<file path="src/rtl/pcc_seq_pkg.sv">
package pcc_seq_pkg;
  typedef enum logic [2:0] {
    PH_IDLE  = 3'd0,
    PH_SETUP = 3'd1,
    PH_CMD   = 3'd2,
    PH_HOLD  = 3'd3,
    PH_HIZ   = 3'd4
  } phase_e;

  localparam int NUM_FIELDS = 4;
  localparam int IDX_SETUP  = 0;
  localparam int IDX_WAIT   = 1;
  localparam int IDX_HOLD   = 2;
  localparam int IDX_HIZ    = 3;
endpackage

</file>
<file path="src/rtl/pcc_rst_sync.sv">
module pcc_rst_sync #(
  parameter int STAGES = 2
) (
  input  logic clk,
  input  logic rst_n,
  output logic rst_n_sync
);
  logic [STAGES-1:0] sync_q;

  always_ff @(posedge clk or negedge rst_n) begin
    if (!rst_n) sync_q <= '0;
    else        sync_q <= {sync_q[STAGES-2:0], 1'b1};
  end

  assign rst_n_sync = sync_q[STAGES-1];
endmodule

</file>
<file path="src/rtl/pcc_cfg_reg.sv">
module pcc_cfg_reg
  import pcc_seq_pkg::*;
#(
  parameter int          FW        = 8,
  parameter logic [FW-1:0] FIELD_RST = 8'hFC,
  localparam int         CW        = NUM_FIELDS * FW
) (
  input  logic          clk,
  input  logic          rst_n,
  input  logic          we,
  input  logic [CW-1:0] wdata,
  output logic [CW-1:0] q
);
  for (genvar g = 0; g < NUM_FIELDS; g++) begin : g_field
    logic [FW-1:0] fld_q;
    always_ff @(posedge clk or negedge rst_n) begin
      if (!rst_n)  fld_q <= FIELD_RST;
      else if (we) fld_q <= wdata[g*FW +: FW];
    end
    assign q[g*FW +: FW] = fld_q;
  end
endmodule

</file>
<file path="src/rtl/pcc_phase_timer.sv">
module pcc_phase_timer #(
  parameter int W = 8
) (
  input  logic         clk,
  input  logic         rst_n,
  input  logic         load,
  input  logic [W-1:0] load_val,
  input  logic         dec,
  output logic         zero
);
  logic [W-1:0] cnt_q, cnt_d;
  logic         cnt_en;

  always_comb begin
    cnt_d  = cnt_q;
    cnt_en = load | dec;
    if (load)                   cnt_d = load_val;
    else if (dec && cnt_q != '0) cnt_d = cnt_q - 1'b1;
  end

  always_ff @(posedge clk or negedge rst_n) begin
    if (!rst_n)      cnt_q <= '0;
    else if (cnt_en) cnt_q <= cnt_d;
  end

  assign zero = (cnt_q == '0);
endmodule

</file>
<file path="src/rtl/pcc_seq_fsm.sv">
module pcc_seq_fsm
  import pcc_seq_pkg::*;
#(
  parameter int AW = 16,
  parameter int DW = 16,
  parameter int FW = 8,
  localparam int CW = NUM_FIELDS * FW
) (
  input  logic          clk,
  input  logic          rst_n,
  input  logic [CW-1:0] cfg,
  input  logic          start,
  input  logic          is_write,
  input  logic [AW-1:0] addr_in,
  input  logic [DW-1:0] wdata_in,
  input  logic          wait_n,
  input  logic [DW-1:0] bus_rdata,
  input  logic          tmr_zero,
  output logic          tmr_load,
  output logic [FW-1:0] tmr_val,
  output logic          tmr_dec,
  output logic          busy,
  output logic          addr_oe,
  output logic [AW-1:0] bus_addr,
  output logic          cmd_n,
  output logic          data_oe,
  output logic [DW-1:0] bus_wdata,
  output logic [DW-1:0] rd_data,
  output logic          done
);
  phase_e        state_q, state_d;
  logic          wr_q;
  logic [FW-1:0] wt_q, hld_q, hiz_q;
  logic [AW-1:0] addr_q;
  logic [DW-1:0] wdat_q, rd_q;
  logic          done_q, done_d;
  logic          accept, capture;
  logic [FW-1:0] wt_eff, hld_last;

  // reserved zero in wait/hold is promoted to one cycle
  assign wt_eff   = (wt_q == '0)  ? FW'(1) : wt_q;
  assign hld_last = (hld_q == '0) ? '0     : hld_q - 1'b1;

  always_comb begin
    state_d  = state_q;
    tmr_load = 1'b0;
    tmr_val  = '0;
    tmr_dec  = 1'b0;
    done_d   = 1'b0;
    accept   = 1'b0;
    capture  = 1'b0;
    unique case (state_q)
      PH_IDLE: begin
        if (start) begin
          accept   = 1'b1;
          state_d  = PH_SETUP;
          tmr_load = 1'b1;
          tmr_val  = cfg[IDX_SETUP*FW +: FW];
        end
      end
      PH_SETUP: begin
        if (tmr_zero) begin
          state_d  = PH_CMD;
          tmr_load = 1'b1;
          tmr_val  = wt_eff;
        end else begin
          tmr_dec = 1'b1;
        end
      end
      PH_CMD: begin
        if (wait_n) begin
          if (tmr_zero) begin
            state_d  = PH_HOLD;
            tmr_load = 1'b1;
            tmr_val  = hld_last;
            capture  = ~wr_q;
          end else begin
            tmr_dec = 1'b1;
          end
        end
      end
      PH_HOLD: begin
        if (tmr_zero) begin
          if (wr_q && hiz_q != '0) begin
            state_d  = PH_HIZ;
            tmr_load = 1'b1;
            tmr_val  = hiz_q - 1'b1;
          end else begin
            state_d = PH_IDLE;
            done_d  = 1'b1;
          end
        end else begin
          tmr_dec = 1'b1;
        end
      end
      PH_HIZ: begin
        if (tmr_zero) begin
          state_d = PH_IDLE;
          done_d  = 1'b1;
        end else begin
          tmr_dec = 1'b1;
        end
      end
      default: state_d = PH_IDLE;
    endcase
  end

  always_ff @(posedge clk or negedge rst_n) begin
    if (!rst_n) begin
      state_q <= PH_IDLE;
      done_q  <= 1'b0;
    end else begin
      state_q <= state_d;
      done_q  <= done_d;
    end
  end

  always_ff @(posedge clk or negedge rst_n) begin
    if (!rst_n) begin
      wr_q   <= 1'b0;
      wt_q   <= '0;
      hld_q  <= '0;
      hiz_q  <= '0;
      addr_q <= '0;
      wdat_q <= '0;
    end else if (accept) begin
      wr_q   <= is_write;
      wt_q   <= cfg[IDX_WAIT*FW +: FW];
      hld_q  <= cfg[IDX_HOLD*FW +: FW];
      hiz_q  <= cfg[IDX_HIZ*FW +: FW];
      addr_q <= addr_in;
      wdat_q <= wdata_in;
    end
  end

  always_ff @(posedge clk or negedge rst_n) begin
    if (!rst_n)       rd_q <= '0;
    else if (capture) rd_q <= bus_rdata;
  end

  assign busy      = (state_q != PH_IDLE);
  assign addr_oe   = (state_q == PH_SETUP) || (state_q == PH_CMD) || (state_q == PH_HOLD);
  assign cmd_n     = (state_q != PH_CMD);
  assign data_oe   = wr_q && ((state_q == PH_CMD) || (state_q == PH_HOLD));
  assign bus_addr  = addr_q;
  assign bus_wdata = wdat_q;
  assign rd_data   = rd_q;
  assign done      = done_q;
endmodule

</file>
<file path="src/rtl/pcc_cycle_seq.sv">
module pcc_cycle_seq
  import pcc_seq_pkg::*;
#(
  parameter int            AW        = 16,
  parameter int            DW        = 16,
  parameter int            FW        = 8,
  parameter logic [FW-1:0] FIELD_RST = 8'hFC,
  localparam int           CW        = NUM_FIELDS * FW
) (
  input  logic          clk,
  input  logic          rst_n,
  input  logic          cfg_we,
  input  logic [CW-1:0] cfg_wdata,
  output logic [CW-1:0] cfg_rdata,
  input  logic          start,
  input  logic          is_write,
  input  logic [AW-1:0] addr_in,
  input  logic [DW-1:0] wdata_in,
  input  logic          wait_n,
  input  logic [DW-1:0] bus_rdata,
  output logic          busy,
  output logic          addr_oe,
  output logic [AW-1:0] bus_addr,
  output logic          cmd_n,
  output logic          data_oe,
  output logic [DW-1:0] bus_wdata,
  output logic [DW-1:0] rd_data,
  output logic          done
);
  logic          rst_n_s;
  logic          tmr_load, tmr_dec, tmr_zero;
  logic [FW-1:0] tmr_val;

  pcc_rst_sync #(.STAGES(2)) rst_i (
    .clk(clk), .rst_n(rst_n), .rst_n_sync(rst_n_s)
  );

  pcc_cfg_reg #(.FW(FW), .FIELD_RST(FIELD_RST)) cfg_i (
    .clk(clk), .rst_n(rst_n_s), .we(cfg_we), .wdata(cfg_wdata), .q(cfg_rdata)
  );

  pcc_phase_timer #(.W(FW)) tmr_i (
    .clk(clk), .rst_n(rst_n_s), .load(tmr_load), .load_val(tmr_val),
    .dec(tmr_dec), .zero(tmr_zero)
  );

  pcc_seq_fsm #(.AW(AW), .DW(DW), .FW(FW)) fsm_i (
    .clk(clk), .rst_n(rst_n_s), .cfg(cfg_rdata), .start(start),
    .is_write(is_write), .addr_in(addr_in), .wdata_in(wdata_in),
    .wait_n(wait_n), .bus_rdata(bus_rdata), .tmr_zero(tmr_zero),
    .tmr_load(tmr_load), .tmr_val(tmr_val), .tmr_dec(tmr_dec),
    .busy(busy), .addr_oe(addr_oe), .bus_addr(bus_addr), .cmd_n(cmd_n),
    .data_oe(data_oe), .bus_wdata(bus_wdata), .rd_data(rd_data), .done(done)
  );
endmodule

</file>
<file path="config.mk">
export PLATFORM = sky130hd
export DESIGN_NAME = pcc_cycle_seq
export DESIGN_NICKNAME = d
export VERILOG_FILES = /design/src/rtl/pcc_seq_pkg.sv /design/src/rtl/pcc_rst_sync.sv /design/src/rtl/pcc_cfg_reg.sv /design/src/rtl/pcc_phase_timer.sv /design/src/rtl/pcc_seq_fsm.sv /design/src/rtl/pcc_cycle_seq.sv
export SDC_FILE = /design/constraint.sdc
export NUM_CORES = 1
export LEC_CHECK = 0
export BUFFER_PORTS_ARGS = -buffer_cell sky130_fd_sc_hd__buf_2
export CAP_MARGIN = 10
export CORE_AREA = 4 4 115 117
export CTS_BUF_LIST = sky130_fd_sc_hd__clkbuf_8 sky130_fd_sc_hd__clkbuf_16
export CTS_CLUSTER_SIZE = 24
export DETAILED_ROUTE_END_ITERATION = 8
export DIE_AREA = 0 0 119 121
export GPL_ROUTABILITY_DRIVEN = 0
export HOLD_SLACK_MARGIN = 0.02
export PLACE_DENSITY_LB_ADDON = 0.1
export RECOVER_POWER = 25
export SLEW_MARGIN = 30
export SYNTH_ARGS = -nofsm -noshare
export SYNTH_HDL_FRONTEND = slang
export SYNTH_HIERARCHICAL = 1
export SYNTH_SLANG_ARGS = --single-unit
</file>
<file path="constraint.sdc">
create_clock -name clk -period 3.8 [get_ports clk]
set_input_delay 0.95 -clock clk [delete_from_list [all_inputs] [get_ports clk]]
set_output_delay 0.95 -clock clk [all_outputs]
set_load 0.01 [all_outputs]
</file>
After elaboration in Yosys (flattened, before gate mapping)
Index checks and enable logic that the tools add are counted.
{"block": "totals", "regBits": 119, "in_bits": 86, "out_inout_bits": 85, "word_cells": 83}
{"block": "classes", "addsub": 3, "eq_ne": 11, "mux": 35, "bitwise": 2, "n_reduce_logical": 17}
{"op": "8-bit two-way mux", "n": 10}
{"op": "8-bit one-hot mux with 4 select lines", "n": 1}
{"op": "8-bit logical NOT", "n": 3}
{"op": "8-bit by 1-bit subtractor with 8-bit output, second input constant", "n": 3}
{"op": "3-bit two-way mux", "n": 7}
{"op": "8-bit nonzero test", "n": 2}
{"op": "3-bit one-hot mux with 5 select lines", "n": 1}
{"op": "1-bit two-way mux", "n": 13}
{"op": "2-bit by 1-bit inequality test with 1-bit output, second input constant", "n": 4}
{"op": "3-bit by 2-bit == test with 1-bit output, second input constant", "n": 2}
{"op": "6-bit AND reduction", "n": 1}
{"op": "2-bit inequality test, second input constant", "n": 2}
{"op": "1-bit one-hot mux with 2 select lines", "n": 2}
{"op": "1-bit one-hot mux with 4 select lines", "n": 1}
{"op": "3-bit by 1-bit == test with 1-bit output, second input constant", "n": 1}
{"op": "3-bit == test, second input constant", "n": 1}
{"op": "1-bit logical AND", "n": 3}
{"op": "3-bit logical NOT", "n": 1}
{"op": "1-bit logical OR", "n": 3}
{"op": "3-bit by 2-bit inequality test with 1-bit output, second input constant", "n": 1}
{"op": "3-bit nonzero test", "n": 1}
{"op": "3-bit OR reduction", "n": 1}
{"op": "2-bit AND reduction", "n": 1}
{"op": "2-bit nonzero test", "n": 1}
{"op": "2 further kinds", "n": 2}

Longest topological paths before layout
{"block": "depth", "depth_word": 7, "mapped_depth": 11, "ltp_nobuf": 10}

Modules after synthesis
The synthesis kept the hierarchy.
{"mod": "pcc_seq_fsm", "n_inst": 1, "cells_per_inst": 265, "area_each_um2": 3534.6, "seq_area_each_um2": 1926.8}
{"mod": "pcc_cfg_reg", "n_inst": 1, "cells_per_inst": 68, "area_each_um2": 1375.1, "seq_area_each_um2": 830.8}
{"mod": "pcc_phase_timer", "n_inst": 1, "cells_per_inst": 57, "area_each_um2": 519.2, "seq_area_each_um2": 200.2}
{"mod": "pcc_rst_sync", "n_inst": 1, "cells_per_inst": 3, "area_each_um2": 53.8, "seq_area_each_um2": 50.0}

Worst setup path after synthesis
Ideal clock, no wire load.
{"block": "synth_timing", "path_type": "register to register", "from": "register tmr_i.cnt_q[0]", "to": "register fsm_i.rd_q[0], in the netlist fsm_i/rd_data[0]", "setup_ns": 0.125, "arrival_ns": 2.592, "required_time_ns": 3.675, "setup_slack_ns": 1.082, "path_stages_with_launch": 11, "path_cell_list": "dfrtp_1 -> inv_1 -> ha_1 -> or3b_2 -> nor2_1 -> nand2b_4 -> or3_1 -> buf_2 -> nor2_8 -> buf_12 -> mux2_4"}
{"block": "synth_between", "elab_chain_cells": 4}
{"item": "from (decl)", "line": "pcc_phase_timer.sv:11", "rtl": "logic [W-1:0] cnt_q, cnt_d;"}
{"item": "from (signal assigned)", "line": "pcc_phase_timer.sv:23", "rtl": "else if (cnt_en) cnt_q <= cnt_d;"}
{"item": "8-bit logical NOT", "line": "pcc_phase_timer.sv:26", "rtl": "assign zero = (cnt_q == '0);"}
{"item": "net tmr_zero", "line": "pcc_cycle_seq.sv:31", "rtl": "logic tmr_load, tmr_dec, tmr_zero;"}
{"item": "1-bit two-way mux", "line": "pcc_seq_fsm.sv:72", "rtl": "if (tmr_zero) begin"}
{"item": "1-bit two-way mux", "line": "pcc_seq_fsm.sv:71", "rtl": "if (wait_n) begin"}
{"item": "1-bit two-way mux", "line": "pcc_seq_fsm.sv:52", "rtl": "unique case (state_q)"}
{"item": "to (signal assigned)", "line": "pcc_seq_fsm.sv:138", "rtl": "else if (capture) rd_q <= bus_rdata;"}
{"item": "to (decl)", "line": "pcc_seq_fsm.sv:35", "rtl": "logic [DW-1:0] wdat_q, rd_q;"}
The timed path passes the listed nets, and every way through them passes these cells.
A chain may end at the register's enable or synchronous reset.

Final worst setup path
{"block": "layout_timing", "from": "register tmr_i.cnt_q[0]", "to": "register fsm_i.rd_q[11], in the netlist fsm_i/rd_data[11]"}
Same word-level chain as after synthesis.

==> impl_metrics.csv <==
group,metric,value,unit
global_route,grt_overflow,0,
critical_path,cp_cell_sequence,"inv_1, ha_1, or3b_2, nor2_1, nand2b_4, or3_1, nor2_8, mux2_2",
clock_tree,clockBufferDepth,2,
synth,synth_edf_count,0,
timing,drv_slew,89,
route,totalWireLength,12390,um
route,first_pass_iters,5,
final_layout,fill_cells,1077,
critical_path,slowest_stage,"or3_1",
synth,synth.cell_area,5483,um2
final_layout,drive_above_1_share,0.5508,
power_and_ir_drop,p_per_area,683.3,nW/um2
timing,tns,0,ns
global_route,grt_pass1_wl,20710,um
synth,synth_fp_nets,485,
clock_tree,path_clk_slew,0.05,ns
final_layout,n_antenna_cell,0,
route,wl_per_cell,16.45,um
global_route,antenna_found_initial,1,
floorplan,ios,171,
timing,layout_min_cycle_time,3.051,ns
power_and_ir_drop,leakage,3.379,nW
status,status,"finished, violations left",
final_layout,final_common_cell,"buf_2",
floorplan,core,12360,um2
floorplan,initial_utilization,0.4435,
clock_tree,ctsResizeCount,0,
timing,worst_pin_slew,2.129,ns
floorplan,die_area,14400,um2
clock_tree,numCtsBuffers,17,
status,failed_checks,"capacitance limit, slew limit",
timing,fmax,327.8,MHz
clock_tree,cts_tree,"built",
synth,ys_types,53,
global_route,grt_pass1_vias,4143,
run,maxCapViolCount,2,
floorplan,die_y,121,um
place,dp_hpwl,9052,um
clock_tree,cts_root_buf,"clkbuf_16",
route,viasPerCell,5.060,
timing,rsz0062_at_grt,"no",
timing,setup_viol,0,
critical_path,arrival,3.34,ns
floorplan,rows,41,
timing,slew_headroom,-0.4195,
route,drcViolationCount,0,
timing,post-route-period-util,0.8029,
critical_path,end_kind,"flip-flop",
global_route,grt_max_degree,56,
clock_tree,cts_htree_levels,4,
floorplan,dieWidth,119,um
power_and_ir_drop,ir_worst_vdd,0.3976,mV
critical_path,crit_path_max_incr_delay,0.50,ns
critical_path,critPathLaunchType,"flip-flop",
synth,ys.flop_type,"dfrtp_1",
synth,ys_seq_elements,119,
final_layout,layout_common_cells,"buf_2 (168), dfrtp_1 (95), mux2_2 (61), mux2_4 (26), dfstp_2 (24)",
clock_tree,cts_sinks,119,
clock_tree,post-cts-setup-buffer-count,0,
synth,ys_warn_count,6,
synth,avgSynthCellArea,13.95,um2
critical_path,critPathKind,"reg2reg",
synth,async_reset_ff_frac,1.000,
final_layout,nets,660,
clock_tree,clk_latency,0.41,ns
timing,hold_violations,0,
route,drtAntennaViolNets,0,
route,drtIter0Drc,144,
clock_tree,cts_hold_buf,0,
synth,ys_seq_area_frac,0.5486,
critical_path,path_max_fanout,16,
min_path,hold_class,"in2async",
timing,fin_skew,0.009559,ns
place,port_buffers,170,
timing,hold_ws,0.3398,ns
global_route,grt_use_total,0.1830,
synth,synthCells,393,
final_layout,synthToLayoutAreaGrowth,26.84,%
critical_path,worstPathRequired,4.09,ns
route,via_count,3810,
[through the flow]
stage / setup slack [ns] / util / instances / cell area [um2] / total power [W]
after floorplan: 0.2812 / - / 393 / 5483 / 0.002757
after CTS: 0.7476 / 0.5675 / 753 / 7015 / 0.004828
after detailed placement: 0.7350 / 0.5200 / 721 / 6429 / 0.003226
after global routing: 0.5506 / 0.5625 / 753 / 6954 / 0.005048
final: 0.7490 / 0.5625 / 753 / 6954 / 0.004752
after global placement: 0.8475 / 0.5200 / 721 / 6429 / 0.003193
[area by class of cell]
| cell class | instances | area, um2 | area share |
|---|---|---|---|
| sequential | 119 | 3008 | 0.4325 |
| multi-input combinational | 246 | 2227 | 0.3203 |
| timing repair buffer | 175 | 883.3 | 0.1270 |
| clock buffer | 18 | 439.2 | 0.06315 |
| tap | 172 | 215.2 | 0.03095 |
| clock inverter | 14 | 147.6 | 0.02123 |
| inverter | 9 | 33.78 | 0.004858 |
[cell usage after synthesis (4+ instances only)]
master / n / area (um2)
mux2_4: 40 / 600.6
inv_1: 9 / 33.78
a21oi_1: 6 / 30.03
buf_12: 4 / 80.08
dfstp_2: 24 / 630.6
dfrtp_1: 95 / 2377
nor3b_1: 4 / 30.03
buf_2: 8 / 40.04
or4_1: 6 / 45.04
nor4_1: 5 / 31.28
nor3_1: 5 / 25.02
o21ai_0: 8 / 40.04
mux2_2: 61 / 686.9
nand2_1: 16 / 60.06
clkbuf_1: 4 / 15.01
xnor2_1: 5 / 43.79
ha_1: 6 / 75.07
or3_1: 4 / 25.02
a31oi_1: 4 / 25.02
a22oi_1: 8 / 60.06
nor2_1: 15 / 56.30
o221ai_1: 5 / 43.79
o211ai_1: 6 / 45.04
[worst paths after layout]
| kind | from | endpoint | slack (ns) | cells after the start |
|---|---|---|---|---|
| min | rst_n | rst_i/sync_q[1] | 0.34 | 1 |
| max reg2reg | tmr_i/cnt_q[0] | fsm_i/rd_data[11] | 0.75 | 8 |
| min reg2reg | rst_i/sync_q[0] | rst_i/sync_q[1] | 0.35 | 0 |
| max in group asynchronous | rst_i/sync_q[1] | fsm_i/hld_q[1] | 1.20 | 1 |
| min in group clk | rst_i/sync_q[0] | rst_i/sync_q[1] | 0.35 | 0 |
| max | tmr_i/cnt_q[0] | fsm_i/rd_data[11] | 0.75 | 8 |
[cell families after synthesis]
| group | Yosys count | share of synthesized area |
|---|---|---|
| AO/OA/AOI/OAI | 57 | 0.07554 |
| XOR/XNOR | 8 | 0.01278 |
| adder cells (fa/ha/maj) | 6 | 0.01369 |
| buffers and inverters | 28 | 0.03583 |
| flip-flops | 119 | 0.5486 |
| multiplexers | 104 | 0.2403 |
| other | 1 | 0.0006840 |
| AND/OR/NAND/NOR | 70 | 0.07257 |
[report_power, final]
group          switching (W)  total [W]  internal (W)
sequential          0.000330    0.00197       0.00164
clock               0.000532    0.00156       0.00103
combinational       0.000578    0.00121      0.000637
[worst max-delay path: cells and delay by family, from the launching register on]
kind          cells  cell delay (ns)
flops             1             0.40
mux               1             0.39
fa+ha+maj         1             0.18
buf+inv           1             0.11
simple gates      5             1.85
[routing by layer]
metal  global-route usage  up-vias  part of all wire
li1                     -     1791                 -
met1               0.2304     1860              0.43
met2               0.2833      138              0.47
met3              0.06294       19             0.076
met4              0.08762        2             0.018
met5                    0        -           0.00057
[state kept, by name (all words and copies together), names as in the netlist]
signal and cells:
fsm_i/wt_q 8, fsm_i/done 1, cfg_i/g_field.fld_q 32, fsm_i/state_q 3, tmr_i/cnt_q 8, fsm_i/hiz_q 8, rst_i/sync_q 2, fsm_i/bus_addr 16
fsm_i/rd_data 16, fsm_i/hld_q 8, fsm_i/bus_wdata 16, fsm_i/wr_q 1
(Power assumes the default switching activity.)
